## src/rtl/aclink_pkg.sv

```systemverilog
`timescale 1ns/1ps
package aclink_pkg;
    typedef enum logic [1:0] {
        LNK_RESET = 2'd0,
        LNK_GUARD = 2'd1,
        LNK_RUN   = 2'd2
    } lnk_state_e;
endpackage

```

## src/rtl/aclink_seq.sv

```systemverilog
`timescale 1ns/1ps
module aclink_seq
    import aclink_pkg::*;
#(
    parameter int FRAME_LEN    = 256,
    parameter int SYNC_LEN     = 16,
    parameter int RST_CYCLES   = 16,
    parameter int GUARD_CYCLES = 4
) (
    input  logic                         clk,
    input  logic                         rst_n,
    input  logic                         link_reset,
    output logic                         codec_rst_n,
    output logic                         sync,
    output logic                         drive_en,
    output logic                         frame_end,
    output logic [$clog2(FRAME_LEN)-1:0] nxt_idx,
    output logic                         frame_strobe
);
    localparam int CW   = $clog2(FRAME_LEN);
    localparam int TMAX = (RST_CYCLES > GUARD_CYCLES) ? RST_CYCLES : GUARD_CYCLES;
    localparam int TW   = $clog2(TMAX + 1);
    localparam logic [CW-1:0] LAST      = CW'(FRAME_LEN - 1);
    localparam logic [CW-1:0] SYNC_LAST = CW'(SYNC_LEN - 1);

    lnk_state_e      state_q, state_d;
    logic [TW-1:0]   tim_q;
    logic [CW-1:0]   cnt_q;
    logic            primed_q;
    logic            sync_q;
    logic            codec_rst_n_q;
    logic            strobe_q;

    assign drive_en     = (state_q == LNK_RUN) && !link_reset;
    assign frame_end    = drive_en && (cnt_q == LAST);
    assign nxt_idx      = (cnt_q == LAST) ? '0 : cnt_q + 1'b1;
    assign sync         = sync_q;
    assign codec_rst_n  = codec_rst_n_q;
    assign frame_strobe = strobe_q;

    // next-state logic
    always_comb begin
        state_d = state_q;
        unique case (state_q)
            LNK_RESET: if (tim_q == TW'(RST_CYCLES - 1))   state_d = LNK_GUARD;
            LNK_GUARD: if (tim_q == TW'(GUARD_CYCLES - 1)) state_d = LNK_RUN;
            LNK_RUN:   state_d = LNK_RUN;
            default:   state_d = LNK_RESET;
        endcase
        if (link_reset) state_d = LNK_RESET;
    end

    // state register
    always_ff @(posedge clk or negedge rst_n) begin
        if (!rst_n) state_q <= LNK_RESET;
        else        state_q <= state_d;
    end

    // outputs, timers and bit position
    always_ff @(posedge clk or negedge rst_n) begin
        if (!rst_n) begin
            tim_q         <= '0;
            cnt_q         <= '0;
            primed_q      <= 1'b0;
            sync_q        <= 1'b0;
            codec_rst_n_q <= 1'b0;
            strobe_q      <= 1'b0;
        end else begin
            codec_rst_n_q <= (state_d != LNK_RESET);
            strobe_q      <= frame_end && primed_q;
            if (link_reset || (state_d != state_q) || (state_q == LNK_RUN))
                tim_q <= '0;
            else
                tim_q <= tim_q + 1'b1;
            unique case (state_d)
                LNK_RUN: begin
                    primed_q <= primed_q || frame_end;
                    if (state_q == LNK_RUN) begin
                        cnt_q  <= nxt_idx;
                        sync_q <= (nxt_idx == LAST) || (nxt_idx < SYNC_LAST);
                    end else begin
                        cnt_q  <= LAST;
                        sync_q <= 1'b1;
                    end
                end
                default: begin
                    primed_q <= 1'b0;
                    cnt_q    <= '0;
                    sync_q   <= 1'b0;
                end
            endcase
        end
    end

    // SYNC rises only in the last bit position (lead-in or bit 255)
    p_sync_rise_r5: assert property (@(posedge clk) disable iff (!rst_n)
        $rose(sync_q) |-> (cnt_q == LAST));

    // SYNC falls exactly when bit SYNC_LEN-1 goes out while running
    p_sync_fall_r4: assert property (@(posedge clk) disable iff (!rst_n)
        ($fell(sync_q) && state_q == LNK_RUN) |-> (cnt_q == SYNC_LAST));

    // the strobe is a single clock wide
    p_strobe_single_r9: assert property (@(posedge clk) disable iff (!rst_n)
        strobe_q |=> !strobe_q);

    // the strobe coincides with bit 0 of a running frame
    p_strobe_bit0_r9: assert property (@(posedge clk) disable iff (!rst_n)
        strobe_q |-> (cnt_q == '0 && state_q == LNK_RUN));

    // SYNC is quiet while the codec is held in reset
    p_sync_quiet_r2: assert property (@(posedge clk) disable iff (!rst_n)
        !codec_rst_n_q |-> !sync_q);
endmodule

```

## src/rtl/aclink_tx_frame.sv

```systemverilog
`timescale 1ns/1ps
module aclink_tx_frame #(
    parameter int TAG_W  = 16,
    parameter int SLOT_W = 20,
    parameter int NPCM   = 10,
    parameter int FRAME_LEN = TAG_W + (NPCM + 2) * SLOT_W
) (
    input  logic                         clk,
    input  logic                         rst_n,
    input  logic                         drive_en,
    input  logic                         load,
    input  logic [$clog2(FRAME_LEN)-1:0] nxt_idx,
    input  logic [TAG_W-1:0]             tag,
    input  logic [SLOT_W-1:0]            cmd_addr,
    input  logic [SLOT_W-1:0]            cmd_data,
    input  logic [NPCM*SLOT_W-1:0]       pcm,
    output logic                         sdata_out
);
    localparam int CW = $clog2(FRAME_LEN);
    localparam logic [CW-1:0] LAST = CW'(FRAME_LEN - 1);

    logic [FRAME_LEN-1:0] asm_frame;
    logic [FRAME_LEN-1:0] frame_q;
    logic [CW-1:0]        rd_idx;
    logic                 sdata_q;

    assign asm_frame[FRAME_LEN-1 -: TAG_W]              = tag;
    assign asm_frame[FRAME_LEN-TAG_W-1 -: SLOT_W]       = cmd_addr;
    assign asm_frame[FRAME_LEN-TAG_W-SLOT_W-1 -: SLOT_W] = cmd_data;

    // PCM slots in order, first slot in the most significant position
    for (genvar s = 0; s < NPCM; s++) begin : g_pcm_slot
        assign asm_frame[(NPCM-s)*SLOT_W-1 -: SLOT_W] = pcm[(NPCM-s)*SLOT_W-1 -: SLOT_W];
    end

    assign rd_idx    = LAST - nxt_idx;
    assign sdata_out = sdata_q;

    always_ff @(posedge clk or negedge rst_n) begin
        if (!rst_n) begin
            frame_q <= '0;
            sdata_q <= 1'b0;
        end else begin
            if (load) frame_q <= asm_frame;
            if (!drive_en)  sdata_q <= 1'b0;
            else if (load)  sdata_q <= asm_frame[FRAME_LEN-1];
            else            sdata_q <= frame_q[rd_idx];
        end
    end

    // the latched frame only changes at a frame boundary
    p_frame_hold_r7: assert property (@(posedge clk) disable iff (!rst_n)
        !load |=> $stable(frame_q));
endmodule

```

## src/rtl/aclink_rx_frame.sv

```systemverilog
`timescale 1ns/1ps
module aclink_rx_frame #(
    parameter int TAG_W  = 16,
    parameter int SLOT_W = 20,
    parameter int NPCM   = 10,
    parameter int FRAME_LEN = TAG_W + (NPCM + 2) * SLOT_W
) (
    input  logic                   clk,
    input  logic                   rst_n,
    input  logic                   capture,
    input  logic                   sdata_in,
    output logic [TAG_W-1:0]       tag,
    output logic [SLOT_W-1:0]      stat_addr,
    output logic [SLOT_W-1:0]      stat_data,
    output logic [NPCM*SLOT_W-1:0] pcm
);
    logic [FRAME_LEN-1:0] shift_q;
    logic [FRAME_LEN-1:0] held_q;

    // incoming bits are taken on the falling edge, mid-bit
    always_ff @(negedge clk or negedge rst_n) begin
        if (!rst_n) shift_q <= '0;
        else        shift_q <= {shift_q[FRAME_LEN-2:0], sdata_in};
    end

    always_ff @(posedge clk or negedge rst_n) begin
        if (!rst_n)       held_q <= '0;
        else if (capture) held_q <= shift_q;
    end

    assign tag       = held_q[FRAME_LEN-1 -: TAG_W];
    assign stat_addr = held_q[FRAME_LEN-TAG_W-1 -: SLOT_W];
    assign stat_data = held_q[FRAME_LEN-TAG_W-SLOT_W-1 -: SLOT_W];
    assign pcm       = held_q[NPCM*SLOT_W-1:0];

    // received slots are held between captures
    p_rx_hold_r10: assert property (@(posedge clk) disable iff (!rst_n)
        !capture |=> $stable(held_q));
endmodule

```

## src/rtl/aclink_frame_engine.sv

```systemverilog
`timescale 1ns/1ps
module aclink_frame_engine #(
    parameter int TAG_W        = 16,
    parameter int SLOT_W       = 20,
    parameter int NUM_SLOTS    = 13,
    parameter int RST_CYCLES   = 16,
    parameter int GUARD_CYCLES = 4
) (
    input  logic                         bit_clk,
    input  logic                         rst_n,
    input  logic                         link_reset,
    output logic                         ac_rst_n,
    output logic                         ac_sync,
    output logic                         ac_sdata_out,
    input  logic                         ac_sdata_in,
    input  logic [TAG_W-1:0]             tx_tag,
    input  logic [SLOT_W-1:0]            tx_cmd_addr,
    input  logic [SLOT_W-1:0]            tx_cmd_data,
    input  logic [(NUM_SLOTS-3)*SLOT_W-1:0] tx_pcm,
    output logic [TAG_W-1:0]             rx_tag,
    output logic [SLOT_W-1:0]            rx_stat_addr,
    output logic [SLOT_W-1:0]            rx_stat_data,
    output logic [(NUM_SLOTS-3)*SLOT_W-1:0] rx_pcm,
    output logic                         frame_strobe
);
    localparam int NPCM      = NUM_SLOTS - 3;
    localparam int FRAME_LEN = TAG_W + (NUM_SLOTS - 1) * SLOT_W;
    localparam int CW        = $clog2(FRAME_LEN);

    logic          drive_en;
    logic          frame_end;
    logic [CW-1:0] nxt_idx;

    aclink_seq #(
        .FRAME_LEN   (FRAME_LEN),
        .SYNC_LEN    (TAG_W),
        .RST_CYCLES  (RST_CYCLES),
        .GUARD_CYCLES(GUARD_CYCLES)
    ) u_seq (
        .clk         (bit_clk),
        .rst_n       (rst_n),
        .link_reset  (link_reset),
        .codec_rst_n (ac_rst_n),
        .sync        (ac_sync),
        .drive_en    (drive_en),
        .frame_end   (frame_end),
        .nxt_idx     (nxt_idx),
        .frame_strobe(frame_strobe)
    );

    aclink_tx_frame #(
        .TAG_W    (TAG_W),
        .SLOT_W   (SLOT_W),
        .NPCM     (NPCM),
        .FRAME_LEN(FRAME_LEN)
    ) u_tx (
        .clk      (bit_clk),
        .rst_n    (rst_n),
        .drive_en (drive_en),
        .load     (frame_end),
        .nxt_idx  (nxt_idx),
        .tag      (tx_tag),
        .cmd_addr (tx_cmd_addr),
        .cmd_data (tx_cmd_data),
        .pcm      (tx_pcm),
        .sdata_out(ac_sdata_out)
    );

    aclink_rx_frame #(
        .TAG_W    (TAG_W),
        .SLOT_W   (SLOT_W),
        .NPCM     (NPCM),
        .FRAME_LEN(FRAME_LEN)
    ) u_rx (
        .clk      (bit_clk),
        .rst_n    (rst_n),
        .capture  (frame_end),
        .sdata_in (ac_sdata_in),
        .tag      (rx_tag),
        .stat_addr(rx_stat_addr),
        .stat_data(rx_stat_data),
        .pcm      (rx_pcm)
    );

    // outgoing lines low while the codec reset is asserted
    p_reset_quiet_r2: assert property (@(posedge bit_clk) disable iff (!rst_n)
        !ac_rst_n |-> (!ac_sync && !ac_sdata_out));

    // and still low in the cycle the codec reset is released
    p_release_quiet_r2: assert property (@(posedge bit_clk) disable iff (!rst_n)
        $rose(ac_rst_n) |-> (!ac_sync && !ac_sdata_out));

    // a link reset request asserts the codec reset at the next edge
    p_link_reset_r3: assert property (@(posedge bit_clk) disable iff (!rst_n)
        link_reset |=> !ac_rst_n);
endmodule

```

## config.mk

```make
export PLATFORM = sky130hd
export DESIGN_NAME = aclink_frame_engine
export DESIGN_NICKNAME = d
export VERILOG_FILES = /design/src/rtl/aclink_pkg.sv /design/src/rtl/aclink_seq.sv /design/src/rtl/aclink_tx_frame.sv /design/src/rtl/aclink_rx_frame.sv /design/src/rtl/aclink_frame_engine.sv
export SDC_FILE = /design/constraint.sdc
export NUM_CORES = 1
export LEC_CHECK = 0
export BUFFER_PORTS_ARGS = -buffer_cell sky130_fd_sc_hd__buf_2
export CORE_MARGIN = 4
export CORE_UTILIZATION = 44
export CTS_CLUSTER_SIZE = 40
export DETAILED_ROUTE_END_ITERATION = 10
export PLACE_DENSITY = 0.64
export RECOVER_POWER = 100
export SETUP_SLACK_MARGIN = 0.1
export SYNTH_ARGS = -nofsm -noshare
export SYNTH_HDL_FRONTEND = slang
export SYNTH_HIERARCHICAL = 1
export SYNTH_SLANG_ARGS = --single-unit
```

## constraint.sdc

```tcl
create_clock -name bit_clk -period 6.7 [get_ports bit_clk]
set_input_delay 0.67 -clock bit_clk [delete_from_list [all_inputs] [get_ports bit_clk]]
set_output_delay 0.67 -clock bit_clk [all_outputs]
set_load 0.005 [all_outputs]
```

== Yosys cells after proc, flatten, opt, wreduce, memory -nomap -nowiden ==
Index checks and enable logic that the tools add are counted.

* Register bits: 788
* Input port bits: 260
* Output and inout bits: 260
* Logic and storage cells: 49

* Add/subtract/negate cells: 3
* $lt $le $gt $ge: 2
* Eq/ne operators: 8
* Multiplexer cells: 15
* Reduce and logical (&&, ||, !) cells: 10

{| class="wikitable"
|+ Operator list
! operator !! number
|-
| 8-bit two-way mux || 3
|-
| 8-bit == test (second input constant) || 2
|-
| 8-bit by 9-bit less-than comparator with 1-bit output (second input constant) || 1
|-
| 8-bit by 1-bit adder with 8-bit output (second input constant) || 1
|-
| 1-bit binary-select mux with 8-bit select || 1
|-
| 8-bit by 4-bit less-than comparator with 1-bit output (second input constant) || 1
|-
| 8-bit subtractor (first input constant) || 1
|-
| 1-bit two-way mux || 6
|-
| 2-bit two-way mux || 3
|-
| 2-bit case mux with 3 select lines || 1
|-
| 5-bit by 1-bit adder with 5-bit output (second input constant) || 1
|-
| 5-bit by 2-bit == test with 1-bit output (second input constant) || 1
|-
| 5-bit by 4-bit == test with 1-bit output (second input constant) || 1
|-
| 5-bit two-way mux || 1
|-
| 2-bit == test (second input constant) || 2
|-
| 1-bit logical OR || 4
|-
| 1-bit logical AND || 3
|-
| 2-bit by 1-bit == test with 1-bit output (second input constant) || 1
|-
| 2-bit logical NOT || 1
|-
| 2-bit != test || 1
|-
| 2-bit nonzero test || 1
|-
| 1-bit logical NOT || 1
|}

== Logic depth before layout (Yosys ltp) ==
Gate-level depths: netlist of run 1.

* Depth after elaboration: 8
* Gate-level depth with buffers: 14

== Modules after synthesis ==
The synthesis of run 1 kept the hierarchy.

{| class="wikitable"
|+ Modules (own cells, without submodules)
! module !! times used !! cells each !! area an instance (µm²) !! sequential area each (µm²)
|-
| aclink_rx_frame || 1 || 796 || 16000.3 || 12812.3
|-
| aclink_tx_frame || 1 || 729 || 11624.9 || 6431.2
|-
| aclink_seq || 1 || 108 || 1043.5 || 475.5
|}

==> flow_summary.ini, run 1 <==
[yosys]
synth_ff_type = dfrtp_1
synth_fp_nets = 1897
synthCells = 1633
yosysWarnings = 6
synth_area_mm2 = 0.0287
synth_cell_type_count = 55
synth-seq-cells = 788
syn_area_per_cell_um2 = 17.6
synth_edf_count = 0
async_reset_ff_share_pct = 100
synth.yosys.seq_area_share_pct = 68.8

[die]
core_area_mm2 = 0.0645
die_w_um = 263
die_h_um = 263
core.rowCount = 93
dieArea_mm2 = 0.0693
boundaryPins = 520
initial_core_util_pct = 44.5

[worst_setup_path]
worst-setup-path-type = flip-flop to flip-flop
cp-start-kind = flip-flop
cp_max_fo = 147
endpoint_kind = flip-flop
arrival_ns = 5.92
crit_required_ns = 7.19

[routing]
viasPerCell = 5.10
dr.pass1.iters = 6
drc = 0
wl_um = 66900
ant_nets = 0
via_count = 15900
wl_per_cell_um = 21.4
dr.first_iter.drc_count = 837

[clocking]
cts-root-buf = clkbuf_16
cts_tree = built
cts_setup_buffers = 0
cts-buffers-inserted = 81
htreeDepth = 3
cts.sinks = 788
cts_buffer_depth = 3
postCtsHoldBufs = 1
clkTransAtPathRegs_ns = 0.06
cts_resized = 0
insertion_delay_ns = 0.63

[finish]
nNetsFinal = 2440
final_cell_mix = dfrtp_1, mux2_2, buf_2
syn_to_final_growth_pct = 20.5
drive_gt1_share_pct = 47.1
mostFrequentLayoutCell = dfrtp_1
fillers = 5401

[sta]
tns_ns = 0
worst_clock_skew_ns = 0.0520
timing.hold.ws_ns = 0.274
clock.fmax_mhz = 184
fin_crit_ns = 5.43
hold_viol_final = 0
max_slew_margin_pct = -153
final.period_utilization_pct = 81.1
grt_setup_unrepaired = no
setup_viol = 0
worst_slew_pin_slew_ns = 3.79
slew_violations = 563

[placed_design]
gp_congestion = 0.804
io_buffer_count = 519
hpwlAfterDp_um = 46600

[global_routing]
antenna_found_initial = 43
grt_pass1_wl_um = 105000
grt_pass1_vias = 17400
grt_max_degree = 201
gr-usage-all-layers_pct = 19.2
overflow = 0

[run]
drv_cap = 6

[run_status]
status = finished, violations left
violations = max-capacitance violations, max-slew violations

[min_path]
hold_path.class = input pin to flip-flop

[power]
cellPowerDensity_mw_per_mm2 = 275
vdd_drop_max_mv = 0.201
p_total_mw = 9.49
leakage_nw = 17.6
## final timing paths
| path | startpoint | end | slack (ns) | depth (start not counted) |
|---|---|---|---|---|
| worst max-delay path | u_seq/state_q[0]$_DFF_PN0_ | u_tx/frame_q[24]$_DFFE_PN0P_ | 1.27 | 5 |
| worst min-delay path | tx_pcm[159] | u_tx/frame_q[159]$_DFFE_PN0P_ | 0.27 | 2 |
| worst max register to register | u_seq/state_q[0]$_DFF_PN0_ | u_tx/frame_q[24]$_DFFE_PN0P_ | 1.27 | 5 |
| worst min register to register | u_rx/shift_q[187]$_DFF_NN0_ | u_rx/shift_q[188]$_DFF_NN0_ | 0.30 | 0 |
| max in group asynchronous | rst_n | u_rx/shift_q[163]$_DFF_NN0_ | 1.57 | 3 |
| min in group asynchronous | rst_n | u_rx/held_q[155]$_DFFE_PN0P_ | 0.57 | 2 |
## final cells by class
type / instances / area [µm²] / share of cell area (%)
repair buffers: 545 / 2590 / 7.51
flip-flops and latches: 788 / 19700 / 57.1
diodes: 22 / 55.1 / 0.159
clock inverters: 31 / 413 / 1.20
well taps: 855 / 1070 / 3.10
clock buffers: 119 / 2320 / 6.72
inverters: 10 / 38.8 / 0.112
multi-input cells: 750 / 8340 / 24.1
## worst max-delay path, cell delays in order (launching register included)
cell and delay (ns):
dfrtp_1 0.40, nand2b_1 0.32, nor2_1 0.50, and2_4 0.69, clkbuf_2 2.65, mux2_2 0.51
## per-stage QoR
| step | area (µm²) | setup WS (ns) | std cells | util (%) |
|---|---|---|---|---|
| after floorplan | 28700 | 2.54 | 1633 | - |
| after global placement | 32100 | 1.80 | 2947 | 49.7 |
| after detailed placement | 32100 | 1.76 | 2947 | 49.7 |
| after CTS | 34800 | 1.80 | 3098 | 54.0 |
| after global routing | 34500 | 0.944 | 3112 | 53.6 |
| final | 34500 | 1.27 | 3120 | 53.6 |
## synth_stat cells (all sizes together) (5+ instances only)
cell type / number / area [µm²]
nand2: 12 / 45.0
o221ai: 5 / 43.8
inv: 10 / 37.5
xnor2: 5 / 43.8
clkbuf: 37 / 139
a22oi: 10 / 75.1
mux4: 59 / 1330
mux2i: 20 / 200
o21ai: 5 / 25.0
mux2: 512 / 5770
nor2b: 7 / 43.8
nor2: 26 / 97.6
dfrtp: 532 / 13300
o21a: 6 / 45.0
nand3: 10 / 50.1
dfrtn: 256 / 6410
and3: 6 / 38.8
buf: 48 / 444
## registers in the layout, indices dropped and copies added, names as in the netlist
| register | flops |
|---|---|
| u_tx/sdata_out | 1 |
| u_seq/state_q | 2 |
| u_seq/frame_strobe | 1 |
| u_seq/cnt_q | 8 |
| u_rx/held_q | 256 |
| u_seq/sync | 1 |
| u_seq/tim_q | 5 |
| u_seq/primed_q | 1 |
| u_tx/frame_q | 256 |
| u_seq/codec_rst_n | 1 |
| u_rx/shift_q | 256 |
## power breakdown
group          switching [mW]  internal [mW]  leakage [nW]
clock network            1.91           2.61          1.32
registers              0.0106           4.79          10.9
logic                   0.115         0.0630          5.36
## per-layer routing
metal  GRT usage [%]  vias up  wire, µm
li1                -     6978         -
met3            6.21      129      4460
met5               0        -       224
met2            31.6      395     33200
met4            5.87       36      1600
met1            24.5     8386     27400
## logic make-up (layout without fill, tap and decap cells)
family | Yosys count | in the layout | share of synthesized area [%]
buffers and inverters | 95 | 705 | 2.16
multiplexers | 591 | 591 | 25.4
AND/OR/NAND/NOR | 84 | 84 | 1.52
other | 0 | 22 | 0
flip-flops | 788 | 788 | 68.8
XOR/XNOR | 9 | 9 | 0.275
AO/OA/AOI/OAI | 62 | 62 | 1.64
adder cells (fa/ha/maj) | 4 | 4 | 0.175
Power figures use the tool's default switching activity.
==> inputs of run 2 (changes only) <==
- PLACE_DENSITY: 0.64 -> 0.67
- clock period: 6.7 -> 4.35 ns (I/O delays scaled with it)
==> run 2 against run 1 <==
  * The run still ends with max-capacitance violations, max-slew violations left
  * Hold slack got worse by 0.22 ns
  * Total power rose by 56%
  * Count of clock-buffer cells in the layout rose by 1
  * Via count rose by 0.46%
  * Highest routed layer unchanged
==> flow_summary.ini, run 2 (synthesis gave the netlist of run 1 again) <==
[power]
vdd_drop_max_mv = 0.297
netSwitchingFraction_pct = 20.8
p_total_mw = 14.8
leakage_nw = 17.8
cellPowerDensity_mw_per_mm2 = 425
clock_power_share_pct = 48.1
p_int_mw = 11.7
combPwrFrac_pct = 2.1
pwr-share-seq_pct = 49.8
switchingPower_mw = 3.09

[sta]
final.period_utilization_pct = 86.7
slew_violations = 220
fin_crit_ns = 3.77
grt_setup_unrepaired = no
max_slew_margin_pct = -20.6
worst_clock_skew_ns = 0.0359
hold_viol_final = 0
worst_slew_pin_slew_ns = 1.81
setup_viol = 0
tns_ns = 0
clock.fmax_mhz = 265

[routing]
dr.first_iter.drc_count = 994
route.met3.wl_um = 4070
drc = 0
met1_length_um = 28500
routed.top_layer = met5
wl_per_cell_um = 21.5
dr.pass1.iters = 5
via_count = 16000
ant_nets = 0
wl_um = 67500
wl_met2_um = 33300
viasPerCell = 5.11

[run_status]
status = finished, violations left
violations = max-capacitance violations, max-slew violations

[placed_design]
hpwlAfterDp_um = 47800
placed_area_mm2 = 0.0322
gp_congestion = 0.840
io_buffer_count = 519

[finish]
syn_to_final_growth_pct = 21.7
drive_gt1_share_pct = 46.8
nNetsFinal = 2468
seq_area_mm2 = 0.0197
final_cell_mix = dfrtp_1, mux2_2, buf_2
multi_input_area_mm2 = 0.00837
mostFrequentLayoutCell = dfrtp_1
design_area_mm2 = 0.0349
fillers = 5320
largestRegisters = u_rx/held_q: 256 flops, u_rx/shift_q: 256 flops, u_tx/frame_q: 256 flops

[die]
boundaryPins = 520
core.rowCount = 93
dieArea_mm2 = 0.0693
initial_core_util_pct = 44.5
die_h_um = 263
die_w_um = 263
core_area_mm2 = 0.0645

[clocking]
cts_buffer_depth = 3
cts_resized = 0
cts_tree = built
insertion_delay_ns = 0.61
htreeDepth = 3
clkTransAtPathRegs_ns = 0.06
cts.sinks = 788
cts-root-buf = clkbuf_16
cts-buffers-inserted = 81
cts_setup_buffers = 0

[global_routing]
grt_max_degree = 158
overflow = 0
grt_pass1_wl_um = 106000
antenna_found_initial = 18
grt_pass1_vias = 17500
gr-usage-all-layers_pct = 19.3

[run]
drv_cap = 3

[worst_setup_path]
path_cells = nand2b_1 -> nor2_1 -> and2_4 -> clkbuf_4 -> mux2_2
cp_max_fo = 120
crit_required_ns = 4.83
slowest_stage = clkbuf_4
worst-setup-path-type = flip-flop to flip-flop
endpoint_kind = flip-flop
cp-start-kind = flip-flop
max_stage_delay_ns = 1.18
arrival_ns = 4.25

[min_path]
hold_path.class = input pin to flip-flop
run 2: changes by cell type in the layout (fill, tap and decap cells not counted), moves of 5 or more:
cell           previous run  this run
buf_2                   328       317
buf_12                    4         9
diode_2                  22         7
clkinvlp_4                6         0
dlygate4sd3_1             1        18
clkbuf_8                 13        18
run 2: cell type report:
type | count | area share, %
Timing Repair Buffer | 573 | 8.27
Clock buffer | 120 | 6.93
Inverter | 10 | 0.108
Antenna cell | 7 | 0.0502
Sequential cell | 788 | 56.5
Clock inverter | 29 | 1.11
Tap cell | 855 | 3.07
Multi-Input combinational cell | 750 | 24.0
run 2: critical path: cells and delay by family (launching register included):
kind                   cells  cell delay, ns
flip-flops                 1            0.40
buffers and inverters      1            1.18
AND/OR/NAND/NOR            3            1.29
multiplexers               1            0.45
run 2: power groups by stage:
stage          logic [mW]  registers, mW  clock network, mW
2_1_floorplan     0.00760           7.51                  0
3_3_place_gp        0.301           7.52                  0
3_5_place_dp        0.309           7.52                  0
4_1_cts             0.324           7.39               7.33
5_1_grt             0.354           7.39               7.66
6_report            0.309           7.39               7.13
run 2: layer usage:
metal / vias to the layer above / global-route usage [%]
met4: 22 / 5.71
met2: 467 / 31.7
met3: 114 / 4.63
met5: - / 0
li1: 7013 / -
met1: 8381 / 26.0
run 2: final timing paths:
path / start / endpoint / slack (ns) / cells past startpoint
min in group asynchronous: rst_n / u_rx/held_q[169]$_DFFE_PN0P_ / 0.32 / 2
max in group asynchronous: rst_n / u_rx/shift_q[183]$_DFF_NN0_ / 0.83 / 3
worst max register to register: u_seq/state_q[0]$_DFF_PN0_ / u_rx/held_q[214]$_DFFE_PN0P_ / 0.58 / 5
worst max-delay path: u_seq/state_q[0]$_DFF_PN0_ / u_rx/held_q[214]$_DFFE_PN0P_ / 0.58 / 5
worst min-delay path: tx_pcm[11] / u_tx/frame_q[11]$_DFFE_PN0P_ / 0.05 / 2
worst min register to register: u_rx/shift_q[110]$_DFF_NN0_ / u_rx/shift_q[111]$_DFF_NN0_ / 0.31 / 0
run 2: timing repair:
action                     CTS  global route
hold endpoints to repair    38             0
setup endpoints to repair    0             0
hold buffers                18             0
run 2: through the flow:
stage,instances,utilization [%],setup WS [ns],hold WS (ns)
finish,3132,54.1,0.578,0.0520
global route,3130,54.1,0.338,0.0131
CTS,3125,54.6,0.723,0.000274
detailed placement,2958,50.0,0.746,0.315
global placement,2958,50.0,0.869,0.311
floorplan,1633,-,1.49,0.139
